$ cat src/rtl/msg_op_pkg.sv
package msg_op_pkg;
  typedef enum logic [2:0] {
    ST_IDLE,
    ST_REC_PEND,
    ST_REC_EDGE,
    ST_REC_LVL,
    ST_PLAY_EDGE,
    ST_PLAY_LVL
  } op_state_e;
endpackage

$ cat src/rtl/row_walker.sv
module row_walker #(
  parameter int ROW_W     = 7,
  parameter int ROW_TICKS = 1000
) (
  input  logic             clk_i,
  input  logic             rst_ni,
  input  logic             tick_i,
  input  logic             run_i,
  input  logic             load_i,
  input  logic [ROW_W-1:0] load_row_i,
  input  logic [ROW_W-1:0] end_row_i,
  output logic [ROW_W-1:0] row_o,
  output logic             wrap_o,
  output logic             at_end_o
);
  localparam int CNT_W = (ROW_TICKS > 1) ? $clog2(ROW_TICKS) : 1;
  localparam logic [CNT_W-1:0] LAST = CNT_W'(ROW_TICKS - 1);

  logic [CNT_W-1:0] cnt_q;
  logic [ROW_W-1:0] row_q;

  assign at_end_o = (row_q == end_row_i);
  assign wrap_o   = run_i & tick_i & (cnt_q == LAST);
  assign row_o    = row_q;

  always_ff @(posedge clk_i or negedge rst_ni) begin
    if (!rst_ni) begin
      cnt_q <= '0;
      row_q <= '0;
    end else if (load_i) begin
      cnt_q <= '0;
      row_q <= load_row_i;
    end else if (run_i && tick_i) begin
      if (cnt_q == LAST) begin
        cnt_q <= '0;
        if (!at_end_o) row_q <= row_q + 1'b1;
      end else begin
        cnt_q <= cnt_q + 1'b1;
      end
    end
  end

  // a running walk never passes the latched end row
  a_r4_row_in_span: assert property (@(posedge clk_i) disable iff (!rst_ni)
    (run_i && $past(run_i)) |-> (row_q <= end_row_i));
endmodule

$ cat src/rtl/hold_timer.sv
module hold_timer #(
  parameter int HOLD_TICKS = 8000
) (
  input  logic clk_i,
  input  logic rst_ni,
  input  logic clr_i,
  input  logic cnt_en_i,
  output logic done_o
);
  localparam int HT_W = $clog2(HOLD_TICKS + 1);
  localparam logic [HT_W-1:0] LIMIT = HT_W'(HOLD_TICKS);

  logic [HT_W-1:0] cnt_q;

  assign done_o = (cnt_q == LIMIT);

  always_ff @(posedge clk_i or negedge rst_ni) begin
    if (!rst_ni)                 cnt_q <= '0;
    else if (clr_i)              cnt_q <= '0;
    else if (cnt_en_i && !done_o) cnt_q <= cnt_q + 1'b1;
  end

  a_r2_hold_capped: assert property (@(posedge clk_i) disable iff (!rst_ni)
    cnt_q <= LIMIT);
endmodule

$ cat src/rtl/eom_flags.sv
module eom_flags #(
  parameter int ROW_W = 7
) (
  input  logic             clk_i,
  input  logic             rst_ni,
  input  logic             set_i,
  input  logic             clr_i,
  input  logic [ROW_W-1:0] addr_i,
  output logic             flag_o
);
  localparam int ROWS = 1 << ROW_W;

  logic [ROWS-1:0] flags_q;

  assign flag_o = flags_q[addr_i];

  always_ff @(posedge clk_i or negedge rst_ni) begin
    if (!rst_ni)     flags_q <= '0;
    else if (set_i)  flags_q[addr_i] <= 1'b1;
    else if (clr_i)  flags_q[addr_i] <= 1'b0;
  end

  a_r5_marker_stored: assert property (@(posedge clk_i) disable iff (!rst_ni)
    set_i |=> flags_q[$past(addr_i)]);
endmodule

$ cat src/rtl/led_stretch.sv
module led_stretch #(
  parameter int LED_TICKS = 2000
) (
  input  logic clk_i,
  input  logic rst_ni,
  input  logic tick_i,
  input  logic start_i,
  output logic active_o
);
  localparam int LW = $clog2(LED_TICKS + 1);

  logic [LW-1:0] cnt_q;

  assign active_o = (cnt_q != '0);

  always_ff @(posedge clk_i or negedge rst_ni) begin
    if (!rst_ni)                 cnt_q <= '0;
    else if (start_i)            cnt_q <= LW'(LED_TICKS);
    else if (tick_i && active_o) cnt_q <= cnt_q - 1'b1;
  end

  a_r13_pulse_starts: assert property (@(posedge clk_i) disable iff (!rst_ni)
    start_i |=> active_o);
  a_r13_hold_without_tick: assert property (@(posedge clk_i) disable iff (!rst_ni)
    (active_o && !start_i && !tick_i) |=> $stable(cnt_q));
endmodule

$ cat src/rtl/msg_op_ctrl.sv
module msg_op_ctrl
  import msg_op_pkg::*;
#(
  parameter int SLOT_W     = 4,
  parameter int SLOT_ROW_W = 3,
  parameter int ROW_TICKS  = 1000,
  parameter int HOLD_TICKS = 8000,
  parameter int LED_TICKS  = 2000
) (
  input  logic                         clk_i,
  input  logic                         rst_ni,
  input  logic                         tick_i,
  input  logic [SLOT_W-1:0]            start_slot_i,
  input  logic [SLOT_W-1:0]            end_slot_i,
  input  logic                         rec_ni,
  input  logic                         play_edge_ni,
  input  logic                         play_lvl_ni,
  input  logic                         ft_ni,
  output logic                         rec_en_o,
  output logic                         play_en_o,
  output logic                         eom_wr_o,
  output logic [SLOT_W+SLOT_ROW_W-1:0] row_o,
  output logic                         led_no,
  output logic                         ft_en_o,
  output logic                         pwr_dn_o
);
  localparam int ROW_W = SLOT_W + SLOT_ROW_W;

  op_state_e        state_q, state_d;
  logic             rec_q, pe_q, pl_q, ft_q;
  logic [ROW_W-1:0] start_row_q, end_row_q, in_start_row, in_end_row, load_row, row;
  logic             rec_fall, rec_rise, pe_fall, pl_fall, pl_rise, any_trig;
  logic             rec_act, play_act, load, latch, eom_set, pd, led_start;
  logic             wrap, at_end, flag, hold_done, led_act;

  assign rec_fall = rec_q & ~rec_ni;
  assign rec_rise = ~rec_q & rec_ni;
  assign pe_fall  = pe_q & ~play_edge_ni;
  assign pl_fall  = pl_q & ~play_lvl_ni;
  assign pl_rise  = ~pl_q & play_lvl_ni;
  assign any_trig = rec_fall | pe_fall | pl_fall;

  assign in_start_row = {start_slot_i, {SLOT_ROW_W{1'b0}}};
  assign in_end_row   = {end_slot_i, {SLOT_ROW_W{1'b1}}};

  assign rec_act  = (state_q == ST_REC_PEND) || (state_q == ST_REC_EDGE) || (state_q == ST_REC_LVL);
  assign play_act = (state_q == ST_PLAY_EDGE) || (state_q == ST_PLAY_LVL);

  always_comb begin
    state_d   = state_q;
    load      = 1'b0;
    load_row  = start_row_q;
    latch     = 1'b0;
    eom_set   = 1'b0;
    pd        = 1'b0;
    led_start = 1'b0;
    case (state_q)
      ST_IDLE: begin
        if (any_trig && (end_slot_i >= start_slot_i)) begin
          latch    = 1'b1;
          load     = 1'b1;
          load_row = in_start_row;
          if (pe_fall)      state_d = ST_PLAY_EDGE;
          else if (pl_fall) state_d = ST_PLAY_LVL;
          else              state_d = ST_REC_PEND;
        end
      end
      ST_REC_PEND, ST_REC_EDGE, ST_REC_LVL: begin
        if (pe_fall || pl_fall) begin
          // play wins over any stop condition in the same cycle
          eom_set = 1'b1;
          load    = 1'b1;
          state_d = pe_fall ? ST_PLAY_EDGE : ST_PLAY_LVL;
        end else if ((wrap && at_end) ||
                     (state_q == ST_REC_EDGE && rec_fall) ||
                     (state_q == ST_REC_LVL && rec_rise)) begin
          eom_set = 1'b1;
          pd      = 1'b1;
          state_d = ST_IDLE;
        end else if (state_q == ST_REC_PEND) begin
          if (rec_rise)       state_d = ST_REC_EDGE;
          else if (hold_done) state_d = ST_REC_LVL;
        end
      end
      ST_PLAY_EDGE: begin
        if (pe_fall) begin
          pd      = 1'b1;
          state_d = ST_IDLE;
        end else if (wrap && (flag || at_end)) begin
          pd        = 1'b1;
          led_start = flag;
          state_d   = ST_IDLE;
        end
      end
      ST_PLAY_LVL: begin
        if (pl_rise) begin
          pd      = 1'b1;
          state_d = ST_IDLE;
        end else if (wrap && (flag || at_end)) begin
          led_start = flag;
          load      = 1'b1;
        end
      end
      default: state_d = ST_IDLE;
    endcase
  end

  always_ff @(posedge clk_i or negedge rst_ni) begin
    if (!rst_ni) begin
      state_q     <= ST_IDLE;
      rec_q       <= 1'b1;
      pe_q        <= 1'b1;
      pl_q        <= 1'b1;
      ft_q        <= 1'b0;
      start_row_q <= '0;
      end_row_q   <= '0;
    end else begin
      state_q <= state_d;
      rec_q   <= rec_ni;
      pe_q    <= play_edge_ni;
      pl_q    <= play_lvl_ni;
      if (state_q == ST_IDLE) ft_q <= ~ft_ni;
      if (latch) begin
        start_row_q <= in_start_row;
        end_row_q   <= in_end_row;
      end
    end
  end

  row_walker #(.ROW_W(ROW_W), .ROW_TICKS(ROW_TICKS)) i_walker (
    .clk_i     (clk_i),
    .rst_ni    (rst_ni),
    .tick_i    (tick_i),
    .run_i     (rec_act | play_act),
    .load_i    (load),
    .load_row_i(load_row),
    .end_row_i (end_row_q),
    .row_o     (row),
    .wrap_o    (wrap),
    .at_end_o  (at_end)
  );

  hold_timer #(.HOLD_TICKS(HOLD_TICKS)) i_hold (
    .clk_i   (clk_i),
    .rst_ni  (rst_ni),
    .clr_i   (state_q != ST_REC_PEND),
    .cnt_en_i(tick_i & ~rec_ni),
    .done_o  (hold_done)
  );

  eom_flags #(.ROW_W(ROW_W)) i_flags (
    .clk_i (clk_i),
    .rst_ni(rst_ni),
    .set_i (eom_set),
    .clr_i (rec_act),
    .addr_i(row),
    .flag_o(flag)
  );

  led_stretch #(.LED_TICKS(LED_TICKS)) i_led (
    .clk_i   (clk_i),
    .rst_ni  (rst_ni),
    .tick_i  (tick_i),
    .start_i (led_start),
    .active_o(led_act)
  );

  assign rec_en_o  = rec_act;
  assign play_en_o = play_act;
  assign eom_wr_o  = eom_set;
  assign pwr_dn_o  = pd;
  assign row_o     = row;
  assign led_no    = ~(rec_act | led_act);
  assign ft_en_o   = ft_q & ~play_act;

  a_r5_pd_ends_op: assert property (@(posedge clk_i) disable iff (!rst_ni)
    pwr_dn_o |=> (!rec_en_o && !play_en_o));
  a_r9_override_plays: assert property (@(posedge clk_i) disable iff (!rst_ni)
    (rec_en_o && (pe_fall || pl_fall)) |=> play_en_o);
  a_r9_override_no_pd: assert property (@(posedge clk_i) disable iff (!rst_ni)
    (rec_en_o && (pe_fall || pl_fall)) |-> (eom_wr_o && !pwr_dn_o));
  a_r6_no_marker_in_play: assert property (@(posedge clk_i) disable iff (!rst_ni)
    play_en_o |-> !eom_wr_o);
  a_r12_reject: assert property (@(posedge clk_i) disable iff (!rst_ni)
    (!rec_en_o && !play_en_o && any_trig && (end_slot_i < start_slot_i)) |=>
      (!rec_en_o && !play_en_o));
  a_r11_span_frozen: assert property (@(posedge clk_i) disable iff (!rst_ni)
    ((rec_en_o || play_en_o) && $past(rec_en_o || play_en_o)) |-> $stable(end_row_q));
endmodule

$ cat config.mk
export PLATFORM = sky130hd
export DESIGN_NAME = msg_op_ctrl
export DESIGN_NICKNAME = d
export VERILOG_FILES = /design/src/rtl/msg_op_pkg.sv /design/src/rtl/row_walker.sv /design/src/rtl/hold_timer.sv /design/src/rtl/eom_flags.sv /design/src/rtl/led_stretch.sv /design/src/rtl/msg_op_ctrl.sv
export SDC_FILE = /design/constraint.sdc
export NUM_CORES = 1
export LEC_CHECK = 0
export ABC_AREA = 1
export BUFFER_PORTS_ARGS = -buffer_cell sky130_fd_sc_hd__buf_2
export CAP_MARGIN = 20
export CORE_ASPECT_RATIO = 0.5
export CORE_UTILIZATION = 45
export CTS_CLUSTER_DIAMETER = 120
export DETAILED_ROUTE_END_ITERATION = 12
export PLACE_DENSITY = 0.63
export RECOVER_POWER = 50
export REMOVE_ABC_BUFFERS = 1
export SETUP_SLACK_MARGIN = 0.2
export SLEW_MARGIN = 10
export SYNTH_ARGS = -nofsm -noshare
export SYNTH_HDL_FRONTEND = slang
export SYNTH_HIERARCHICAL = 1
export SYNTH_SLANG_ARGS = --single-unit
$ cat constraint.sdc
create_clock -name clk_i -period 3.95 [get_ports clk_i]
set_input_delay 0.1975 -clock clk_i [delete_from_list [all_inputs] [get_ports clk_i]]
set_output_delay 0.1975 -clock clk_i [all_outputs]
set_load 0.01 [all_outputs]
==> flow_metrics.tcl, run 1 <==
set metrics [dict create \
    status "finished, violations left" \
    violations "capacitance limit, slew limit" \
    drt_iter0_drc 796 \
    antenna_found_initial 0 \
    cts_buffer_depth 2 \
    num_vias 9537 \
    yosys.area.top_type_share 0.428 \
    skew_ns 0.00995 \
    worstHoldStart "end_slot_i[3]" \
    gp_congestion 0.848 \
    yosysUniqueCellTypes 42 \
    finalNetCount 1445 \
    p_sw_frac 0.447 \
    post-route-min-period_ns 3.41 \
    worst_setup_path_start_kind "flop" \
    hold_viol 0 \
    fp-row-count 39 \
    crit_type "flop to flop" \
    yosysTopAreaCell "dfrtp_1" \
    dp_hpwl_um 16800 \
    fmax_mhz 293 \
    whs_path_depth 3 \
    place_area_mm2 0.0111 \
    peakVddDrop_v 0.000412 \
    holdPathEnd "end_row_q[6]" \
    track_usage 0.231 \
    rsz0062_at_grt "true" \
    worst_slew_pin_slew_ns 1.69 \
    synth_area_leaders "dfrtp_1 43%, nand2_1 14%, a31oi_1 7.4%, a21oi_1 6.3%, inv_1 4.5%" \
    power.switching_uw 3660 \
    dp.cells 1701 \
    io_pins 28 \
    period_share 0.864 \
    reg2reg_to "i_walker/cnt_q[4]" \
    clkPwrFrac 0.208 \
    clk_latency_ns 0.44 \
    power_density_mw_per_mm2 700 \
    drive_above_1_share 0.117 \
    drt_pass1_iterations 5 \
    fp.dieW_um 220 \
    power.static_leakage_uw 0.00571 \
    syn_inst 1420 \
    grt_max_degree 129 \
    arrival_ns 3.72 \
    portBuffers 27 \
    start_util 0.462 \
    setup_viol 0 \
    wl_per_cell_um 15.5 \
    core-area_mm2 0.0230 \
    crit_fanout 18 \
    worst-r2r-cell-count 20 \
    required_ns 4.26 \
    cts_tree "done" \
    drc 0 \
    routed_wl_um 26900 \
    area_delta_synth_final_pct 9.82 \
    critPathSlowestCell "dfrtp_1" \
    cp_num_buf_inv 4 \
    overflow 0 \
    cpLargestDelayFamily "simple AND/OR/NAND/NOR gates" \
    grt_pass1_vias 8748 \
    seqPwrFrac 0.341 \
    p_comb_frac 0.452 \
    die_area_mm2 0.0243 \
    routed_via_density 5.48 \
    yosysSeqAreaShare 0.435 \
    slew_violations 126 \
    cts_made_buffers 17 \
    ys.warnings.count 6 \
    ctsHtreeMaxLevel 4 \
    clock_sinks 185 \
    cp-end-kind "flop" \
    relSlewSlack -0.125 \
    path_cells "nand2_1, clkinvlp_4, nand3_1, nand2_1, nor2_1, nor2_1, nor2_1, nand2_1, nand2_1, nand4_1, o21ai_1, inv_1, a22oi_1, nand2_1, inv_2, nand2_1, inv_2, nor2_1, a21oi_1, nor3_1" \
    fin_area_mm2 0.0117 \
    avgSynthCellArea_um2 7.50 \
    drtAntennaViolNets 0 \
    max_stage_delay_ns 0.46 \
    max_cap_violations 2 \
    syn-cell-area_mm2 0.0107 \
    root_buffer "clkbuf_16" \
    final_cells 1740 \
    cp_common_cell "nand2_1" \
    reg2reg_setup_slack_ns 0.54 \
    dieHeight_um 111 \
    ys_ff_latch 185 \
    grt_pass1_wl_um 45200 \
    hold_path_class "input pin to flop" \
    reg2reg_from "i_walker/row_o[1]" \
    diodes 0 \
    p_int_uw 4520 \
    path_clk_slew_ns 0.07 \
]
## worst max-delay path by stage
stage	start	endpoint	depth (start not counted)
final	i_walker/row_o[1]	i_walker/cnt_q[4]	20
after global routing	i_walker/row_o[1]	i_walker/cnt_q[4]	20
after CTS	i_walker/row_o[2]	i_walker/cnt_q[4]	20
after detailed placement	i_walker/row_o[2]	i_walker/cnt_q[4]	20
after global placement	i_walker/row_o[2]	i_led/cnt_q[6]	16
after floorplan	i_walker/row_o[0]	i_walker/cnt_q[3]	21
## cell usage after synthesis
| library cell | number |
|---|---|
| a21boi_2 | 1 |
| a21oi_1 | 133 |
| a22oi_1 | 1 |
| a2bb2oi_1 | 1 |
| a31oi_1 | 126 |
| a31oi_2 | 1 |
| buf_1 | 3 |
| buf_2 | 45 |
| buf_4 | 1 |
| buf_6 | 4 |
| buf_8 | 1 |
| clkbuf_1 | 30 |
| clkbuf_8 | 1 |
| clkinv_1 | 2 |
| conb_1 | 1 |
| dfrtp_1 | 182 |
| dfstp_2 | 3 |
| ha_1 | 9 |
| inv_1 | 128 |
| inv_2 | 8 |
| nand2_1 | 410 |
| nand2_2 | 8 |
| nand2_4 | 10 |
| nand3_1 | 94 |
| nand3_2 | 3 |
| nand3_4 | 1 |
| nand3b_1 | 1 |
| nand4_1 | 16 |
| nor2_1 | 108 |
| nor2_2 | 7 |
| nor2_4 | 3 |
| nor3_1 | 7 |
| nor3_2 | 4 |
| nor4_2 | 1 |
| nor4_4 | 5 |
| o21ai_0 | 18 |
| o21ai_2 | 20 |
| o21bai_1 | 2 |
| o311ai_0 | 1 |
| or2_2 | 4 |
| xnor2_1 | 6 |
| xor2_1 | 10 |
## per-layer routing
layer  track usage  vias up  share of wire
li1              -     4689              -
met1         0.345     4526           0.48
met2         0.342      294           0.45
met3        0.0475       28          0.060
met4        0.0551        0          0.012
met5             0        -              0
## layout by cell type, fill, tap and decap left out, types with 7 or more instances in the layout
master and instances:
o21ai_2 20, ha_1 9, buf_4 24, xor2_1 10, nand3_1 94, nand2_4 10, inv_1 127, nand4_1 16
clkbuf_16 17, inv_2 7, nand2_2 8, nand2_1 410, nor3_1 7, a31oi_1 126, nor2_2 7, dfrtp_1 181
buf_2 23, o21ai_0 17, a21oi_1 133, nor2_1 108
## power by group through the flow
stage,clock (uW),sequential [uW],combinational (uW)
2_1_floorplan,0,2860,2370
3_3_place_gp,0,2790,3590
3_5_place_dp,0,2800,3650
4_1_cts,1740,2780,3670
5_1_grt,1830,2860,4120
6_report,1700,2790,3700
## final cells by class
type	count	area [um2]
clock buffer	22	494
timing repair buffer	65	469
tap	307	384
inverter	138	526
fill	2224	11300
clock inverter	9	91.3
sequential	185	4630
multi-input combinational	1014	5100
## worst register-to-register path: stages (launching register included)
cell        delay (ns)
dfrtp_1           0.46
nand2_1           0.26
clkinvlp_4        0.28
nand3_1           0.12
nand2_1           0.05
nor2_1            0.11
nor2_1            0.07
nor2_1            0.12
nand2_1           0.07
nand2_1           0.06
nand4_1           0.19
o21ai_1           0.30
inv_1             0.07
a22oi_1           0.15
nand2_1           0.10
inv_2             0.26
nand2_1           0.17
inv_2             0.16
nor2_1            0.08
a21oi_1           0.12
nor3_1            0.07
## stage by stage
stage	hold WS [ns]	util	power, uW	TNS (ns)	worst slack, ns
floorplan	-0.0981	-	5230	-105.25	-0.841
global placement	0.316	0.480	6390	0	0.342
detailed placement	0.325	0.480	6460	0	0.301
CTS	0.0132	0.508	8190	0	0.297
global route	0.0191	0.508	8810	0	0.173
finish	0.0281	0.508	8180	0	0.539
## repair_timing
action	4_1_cts	5_1_grt
hold endpoints to repair	30	0
resized for setup	0	5
setup endpoints to repair	0	20
setup buffers	0	0
hold buffers	6	0
## cells by family after synthesis
kind of cell / after synthesis / share of synthesized area
compound gates: 304 / 0.167
xor+xnor: 16 / 0.0132
simple gates: 682 / 0.284
fa+ha+maj: 9 / 0.0106
other cells: 1 / 0.000352
flops: 185 / 0.435
buf+inv: 223 / 0.0891
Power figures use the tool's default switching activity.
==> inputs of run 2 (changes only) <==
--- a/config.mk
+++ b/config.mk
@@ -12,7 +12,7 @@
 export CORE_UTILIZATION = 45
 export CTS_CLUSTER_DIAMETER = 120
 export DETAILED_ROUTE_END_ITERATION = 12
-export PLACE_DENSITY = 0.63
+export PLACE_DENSITY = 0.65
 export RECOVER_POWER = 50
 export REMOVE_ABC_BUFFERS = 1
 export SETUP_SLACK_MARGIN = 0.2
==> constraint.sdc (replaced) <==
create_clock -name clk_i -period 3 [get_ports clk_i]
set_input_delay 0.15 -clock clk_i [delete_from_list [all_inputs] [get_ports clk_i]]
set_output_delay 0.15 -clock clk_i [all_outputs]
set_load 0.01 [all_outputs]
==> run 2 against run 1 <==
The flow finishes with violations (capacitance limit, slew limit, setup timing). Sequential cell count stayed put. Register-to-register slack got worse by 0.68 ns. Power increased by 66%. Utilization grew 10 points. Non-clock buffer count increased by 129. First-iteration DRC count increased by 44%. Critical path type is now flop to output pin.
==> flow_metrics.tcl, run 2 (synthesis results as in run 1) <==
set metrics [dict create \
    root_buffer "clkbuf_16" \
    worst_setup_path_start_kind "flop" \
    path_cells "buf_6, buf_6, buf_12, buf_8, nand2_1, nand3_1, nand2_1, nor2_2, nor2_1, nor2_1, nand2_1, nand2_1, nand4_1, o21ai_2, buf_4, nand2_2, nand2_2, o311ai_4, buf_6" \
    cts_buffer_depth 2 \
    grt_pass1_wl_um 52000 \
    wl_per_cell_um 17.8 \
    cts_made_buffers 17 \
    die_area_mm2 0.0243 \
    dieHeight_um 111 \
    fp.dieW_um 220 \
    period_share 1.06 \
    arrival_ns 3.04 \
    post-route-min-period_ns 3.19 \
    grt_max_degree 94 \
    place_ws_ns -0.0921 \
    slew_violations 93 \
    cp_common_cell "nand2_1" \
    final_common_cell "nand2_1" \
    drc 0 \
    max_stage_delay_ns 0.40 \
    worst_slack_ns -0.190 \
    diodes 0 \
    gp_congestion 0.900 \
    drt_pass1_iterations 6 \
    drive_above_1_share 0.262 \
    track_usage 0.271 \
    overflow 0 \
    ctsHtreeMaxLevel 4 \
    num_vias 10700 \
    relSlewSlack -0.644 \
    start_util 0.462 \
    power_density_mw_per_mm2 966 \
    drt_iter0_drc 1147 \
    antenna_found_initial 0 \
    fin_setup_tns_ns -2.12 \
    crit_fanout 7 \
    dp_hpwl_um 17600 \
    most-common-layout-cells "372 x nand2_1, 181 x dfrtp_1, 124 x a31oi_1" \
    power.static_leakage_uw 0.00679 \
    finalNetCount 1575 \
    peakVddDrop_v 0.000536 \
    setup_viol 27 \
    cts_tree "done" \
    violations "capacitance limit, slew limit, setup timing" \
    hold_viol 0 \
    io_pins 28 \
    clock_sinks 185 \
    status "finished, violations left" \
    max_cap_violations 1 \
    routed_via_density 5.71 \
    skew_ns 0.0129 \
    cpLargestDelayFamily "simple AND/OR/NAND/NOR gates" \
    grt_pass1_vias 9819 \
    area_delta_synth_final_pct 32.3 \
    required_ns 2.85 \
    routed_wl_um 33400 \
    hold_path_class "input pin to flop" \
    drtAntennaViolNets 0 \
    fp-row-count 39 \
    cp-end-kind "output pin" \
    worst_slew_pin_slew_ns 2.47 \
    critPathSlowestCell "dfrtp_2" \
    cp_num_buf_inv 6 \
    fmax_mhz 313 \
    clk_latency_ns 0.45 \
    core-area_mm2 0.0230 \
    portBuffers 27 \
    path_clk_slew_ns 0.07 \
    crit_type "flop to output pin" \
    rsz0062_at_grt "true" \
]
run 2: changes by cell type in the layout (fill, tap and decap cells not counted), sizes merged:
cell         before  now
clkinv            9    8
buf              51  174
inv             135  138
dlygate4sd3       6    9
clkinvlp          2    4
bufinv            1    0
nand2           428  429
bufbuf            0    3
clkbuf           30   27
run 2: worst min-delay path: stages:
cell and delay [ns]:
buf_2 0.08, inv_1 0.07, o21ai_2 0.13
run 2: cell type report:
cell class | count | area (um2)
inverters | 138 | 542
multi-input cells | 1015 | 5680
fillers | 1904 | 8940
repair buffers | 194 | 2310
clock inverters | 12 | 93.8
clock buffers | 19 | 443
flip-flops and latches | 185 | 4630
well taps | 307 | 384
run 2: path summary, 6_finish.rpt:
kind | startpoint | end | slack (ns) | cells past startpoint
max reg2reg | i_walker/row_o[0] | i_walker/cnt_q[9] | -0.14 | 21
min in group asynchronous | rst_ni | asynchronous set/reset pin | 1.01 | 2
max in group asynchronous | rst_ni | rec_q | 0.28 | 3
max | i_walker/row_o[0] | pwr_dn_o | -0.19 | 19
min reg2reg | flop | flop | 0.50 | 2
min | start_slot_i[3] | start_row_q[6] | 0.008 | 3
run 2: power by group:
group          switching, uW  leakage (uW)  internal [uW]
registers                536       0.00247           3170
logic                   4420       0.00406           3360
clock network           1030      0.000257           1090
run 2: stage by stage:
step                      hold WS (ns)  power (uW)  instances  instance area [um2]  utilization
final                          0.00797       13600       1870                14100        0.612
after floorplan                 -0.146        6890       1337                10200            -
after global placement           0.279        8700       1738                11400        0.496
after CTS                      0.00129       12700       1842                13400        0.584
after global routing           0.00835       14400       1870                14100        0.612
after detailed placement         0.278        8800       1738                11400        0.496
run 2: what timing repair did:
action	in CTS	in global routing
hold endpoints to repair	98	0
hold buffers	9	0
setup endpoints to repair	155	161
setup buffers	45	22
cloned	19	5
resized for setup	154	99
pin swaps	50	46
run 2: routing by layer:
| layer | GRT usage | vias to the layer above | wire [um] | part of all wire |
|---|---|---|---|---|
| li1 | - | 4985 | - | - |
| met1 | 0.376 | 5139 | 14300 | 0.43 |
| met2 | 0.432 | 465 | 15600 | 0.47 |
| met3 | 0.0475 | 89 | 2530 | 0.076 |
| met4 | 0.0843 | 0 | 917 | 0.027 |
| met5 | 0 | - | 0 | 0 |
==> inputs of run 3 (changes only) <==
--- a/config.mk
+++ b/config.mk
@@ -5,7 +5,6 @@
 export SDC_FILE = /design/constraint.sdc
 export NUM_CORES = 1
 export LEC_CHECK = 0
-export ABC_AREA = 1
 export BUFFER_PORTS_ARGS = -buffer_cell sky130_fd_sc_hd__buf_2
 export CAP_MARGIN = 20
 export CORE_ASPECT_RATIO = 0.5
==> run 3 against run 2 <==
The flow still finishes with violations (capacitance limit, slew limit, setup timing). Utilization increased by 4.0 points. Combinational power down 22%. Count of clock-buffer cells in the layout fell by 1. Register-to-register slack got worse by 0.32 ns. Cell count down 25%. Final area increased by 0.23%. Area after synthesis is 6.6% lower. Setup slack worse by 0.34 ns. Sequential cell count did not move. Die area decreased by 6.6%. Non-clock buffer count is 29 lower. Largest cell class unchanged. Highest routed layer unchanged.
==> flow_metrics.tcl, run 3 <==
set metrics [dict create \
    status "finished, violations left" \
    synth-async-reset-ratio 1.00 \
    yosysSeqAreaShare 0.466 \
    most-common-layout-cells "179 x dfrtp_1, 131 x nor2_4, 129 x mux2_4" \
    hold_viol 0 \
    drt_iter0_drc 635 \
    clock_sinks 185 \
    track_usage 0.241 \
    max_cap_violations 1 \
    num_vias 8350 \
    fillers 1552 \
    area_delta_synth_final_pct 42.0 \
    start_util 0.459 \
    p_int_uw 6930 \
    synth_area_leaders "dfrtp_1 46%, mux2_2 12%, nor2_1 6.1%, mux2_1 4.4%, mux2i_1 2.8%" \
    place_ws_ns -0.496 \
    grt_pass1_wl_um 42400 \
    cts_tree "done" \
    fp.dieW_um 212 \
    grt_max_degree 86 \
    avgSynthCellArea_um2 10.4 \
    skew_ns 0.0127 \
    worst_setup_path_start_kind "flop" \
    final_common_cell "dfrtp_1" \
    drt_pass1_iterations 5 \
    path_cells "buf_12, and2b_1, a22oi_1, o22ai_1, o21ai_0, o211ai_1, a2111o_1, o21ai_2, buf_4, inv_4, o31ai_2, o21ai_1, buf_2" \
    violations "capacitance limit, slew limit, setup timing" \
    cts_buffer_depth 2 \
    relSlewSlack -0.526 \
    crit_type "flop to output pin" \
    wl_per_cell_um 21.7 \
    clk_latency_ns 0.45 \
    post-route-min-period_ns 3.53 \
    gp_congestion 0.884 \
    dieHeight_um 107 \
    overflow 0 \
    syn_inst 953 \
    yosys.area.top_type_share 0.458 \
    antenna_found_initial 0 \
    yosysUniqueCellTypes 78 \
    required_ns 2.85 \
    ys_ff_latch 185 \
    routed_wl_um 30500 \
    peakVddDrop_v 0.000579 \
    fmax_mhz 283 \
    root_buffer "clkbuf_16" \
    power.static_leakage_uw 0.00584 \
    worst_slew_pin_slew_ns 2.29 \
    ctsHtreeMaxLevel 4 \
    synth_top_cells_by_count "182 x dfrtp_1, 162 x nor2_1, 104 x mux2_2, 53 x nand2_1, 39 x mux2_1" \
    grt_pass1_vias 8108 \
    clkPwrFrac 0.196 \
    setup_viol 77 \
    critPathSlowestCell "dfrtp_2" \
    fin_setup_tns_ns -7.54 \
    yosysMostFrequentCell "dfrtp_1" \
    rsz0062_at_grt "true" \
    seqPwrFrac 0.292 \
    cts_made_buffers 17 \
    synth-edff-count 0 \
    core-area_mm2 0.0217 \
    crit_fanout 7 \
    drc 0 \
    syn-cell-area_mm2 0.00994 \
    slew_violations 86 \
    drtAntennaViolNets 0 \
    synth_flop_cell "dfrtp_1" \
    cp-end-kind "output pin" \
    p_comb_frac 0.512 \
    path_clk_slew_ns 0.07 \
    power.switching_uw 4910 \
    max_stage_delay_ns 0.45 \
    finalNetCount 1115 \
    routed_via_density 5.95 \
    p_sw_frac 0.414 \
    io_pins 28 \
    dp_hpwl_um 16700 \
    worst_slack_ns -0.534 \
    yosysTopAreaCell "dfrtp_1" \
    die_area_mm2 0.0227 \
    arrival_ns 3.38 \
    period_share 1.18 \
    hold_path_class "input pin to flop" \
    p_total_uw 11800 \
    portBuffers 27 \
    fp-row-count 38 \
    power_density_mw_per_mm2 838 \
    drive_above_1_share 0.495 \
    diodes 0 \
    ys.warnings.count 6 \
]
==> run 3: stage by stage <==
stage / hold slack, ns / std cells / cell area (um2) / utilization
floorplan: -0.146 / 907 / 9690 / -
global placement: 0.258 / 1326 / 11000 / 0.507
detailed placement: 0.265 / 1326 / 11000 / 0.507
CTS: 0.0113 / 1382 / 12100 / 0.558
global route: 0.00101 / 1404 / 14100 / 0.651
finish: 0.0163 / 1404 / 14100 / 0.651
==> run 3: metal layers <==
metal  track usage  part of all wire
met5             0                 0
met4        0.0766             0.023
met3        0.0442             0.055
met2         0.400              0.48
met1         0.321              0.44
==> run 3: what timing repair did <==
action | in CTS | in global routing
endpoints found under the setup margin | 150 | 161
gates cloned | 3 | 5
pin swaps | 18 | 105
gates resized for setup | 74 | 473
hold buffers | 9 | 0
setup buffers | 12 | 17
hold endpoints to repair | 90 | 0
==> run 3: path summary, 6_finish.rpt <==
check                                  start                         end  slack (ns)  depth (start not counted)
max in group asynchronous             rst_ni           i_walker/row_o[2]        0.27                          3
hold / removal                 end_slot_i[2]                end_row_q[5]        0.02                          2
setup reg to reg           i_walker/row_o[0]           i_walker/cnt_q[9]       -0.46                         16
hold reg to reg                         ft_q                        ft_q        0.48                          2
min in group asynchronous             rst_ni  asynchronous set/reset pin        0.87                          2
setup / recovery           i_walker/row_o[0]                    pwr_dn_o       -0.53                         13
==> run 3: critical path: cells and delay by family, from the launching register on <==
| family | cells | cell delay, ns |
|---|---|---|
| DFF | 1 | 0.45 |
| AOI/OAI and AO/OA | 8 | 1.76 |
| buffers and inverters | 4 | 0.49 |
| and+or+nand+nor | 1 | 0.25 |
==> run 3: power groups by stage <==
stage	logic, uW	registers, uW	clock network [uW]
4_1_cts	4550	3400	2330
6_report	6060	3460	2330
2_1_floorplan	2050	3550	0
3_5_place_dp	3980	3430	0
3_3_place_gp	3920	3390	0
5_1_grt	6370	3510	2450
==> run 3: area by class of cell <==
class,instances,area (um2),area share
timing repair buffer,165,1660,0.117
sequential,185,4640,0.328
tap,300,375,0.0266
clock inverter,14,158,0.0112
multi-input combinational,703,6790,0.481
clock buffer,18,429,0.0304
inverter,19,73.8,0.00523
==> run 3: kinds of logic (layout without fill, tap and decap cells) <==
kind of cell | after synthesis | count (layout) | synth area share
xor gates and xnor gates | 20 | 20 | 0.0176
and+or+nand+nor | 335 | 335 | 0.165
DFF | 185 | 185 | 0.466
adders and majority gates | 9 | 9 | 0.0113
AOI/OAI and AO/OA | 163 | 163 | 0.112
other | 1 | 3 | 0.000377
muxes | 173 | 173 | 0.195
buffers and inverters | 67 | 216 | 0.0331
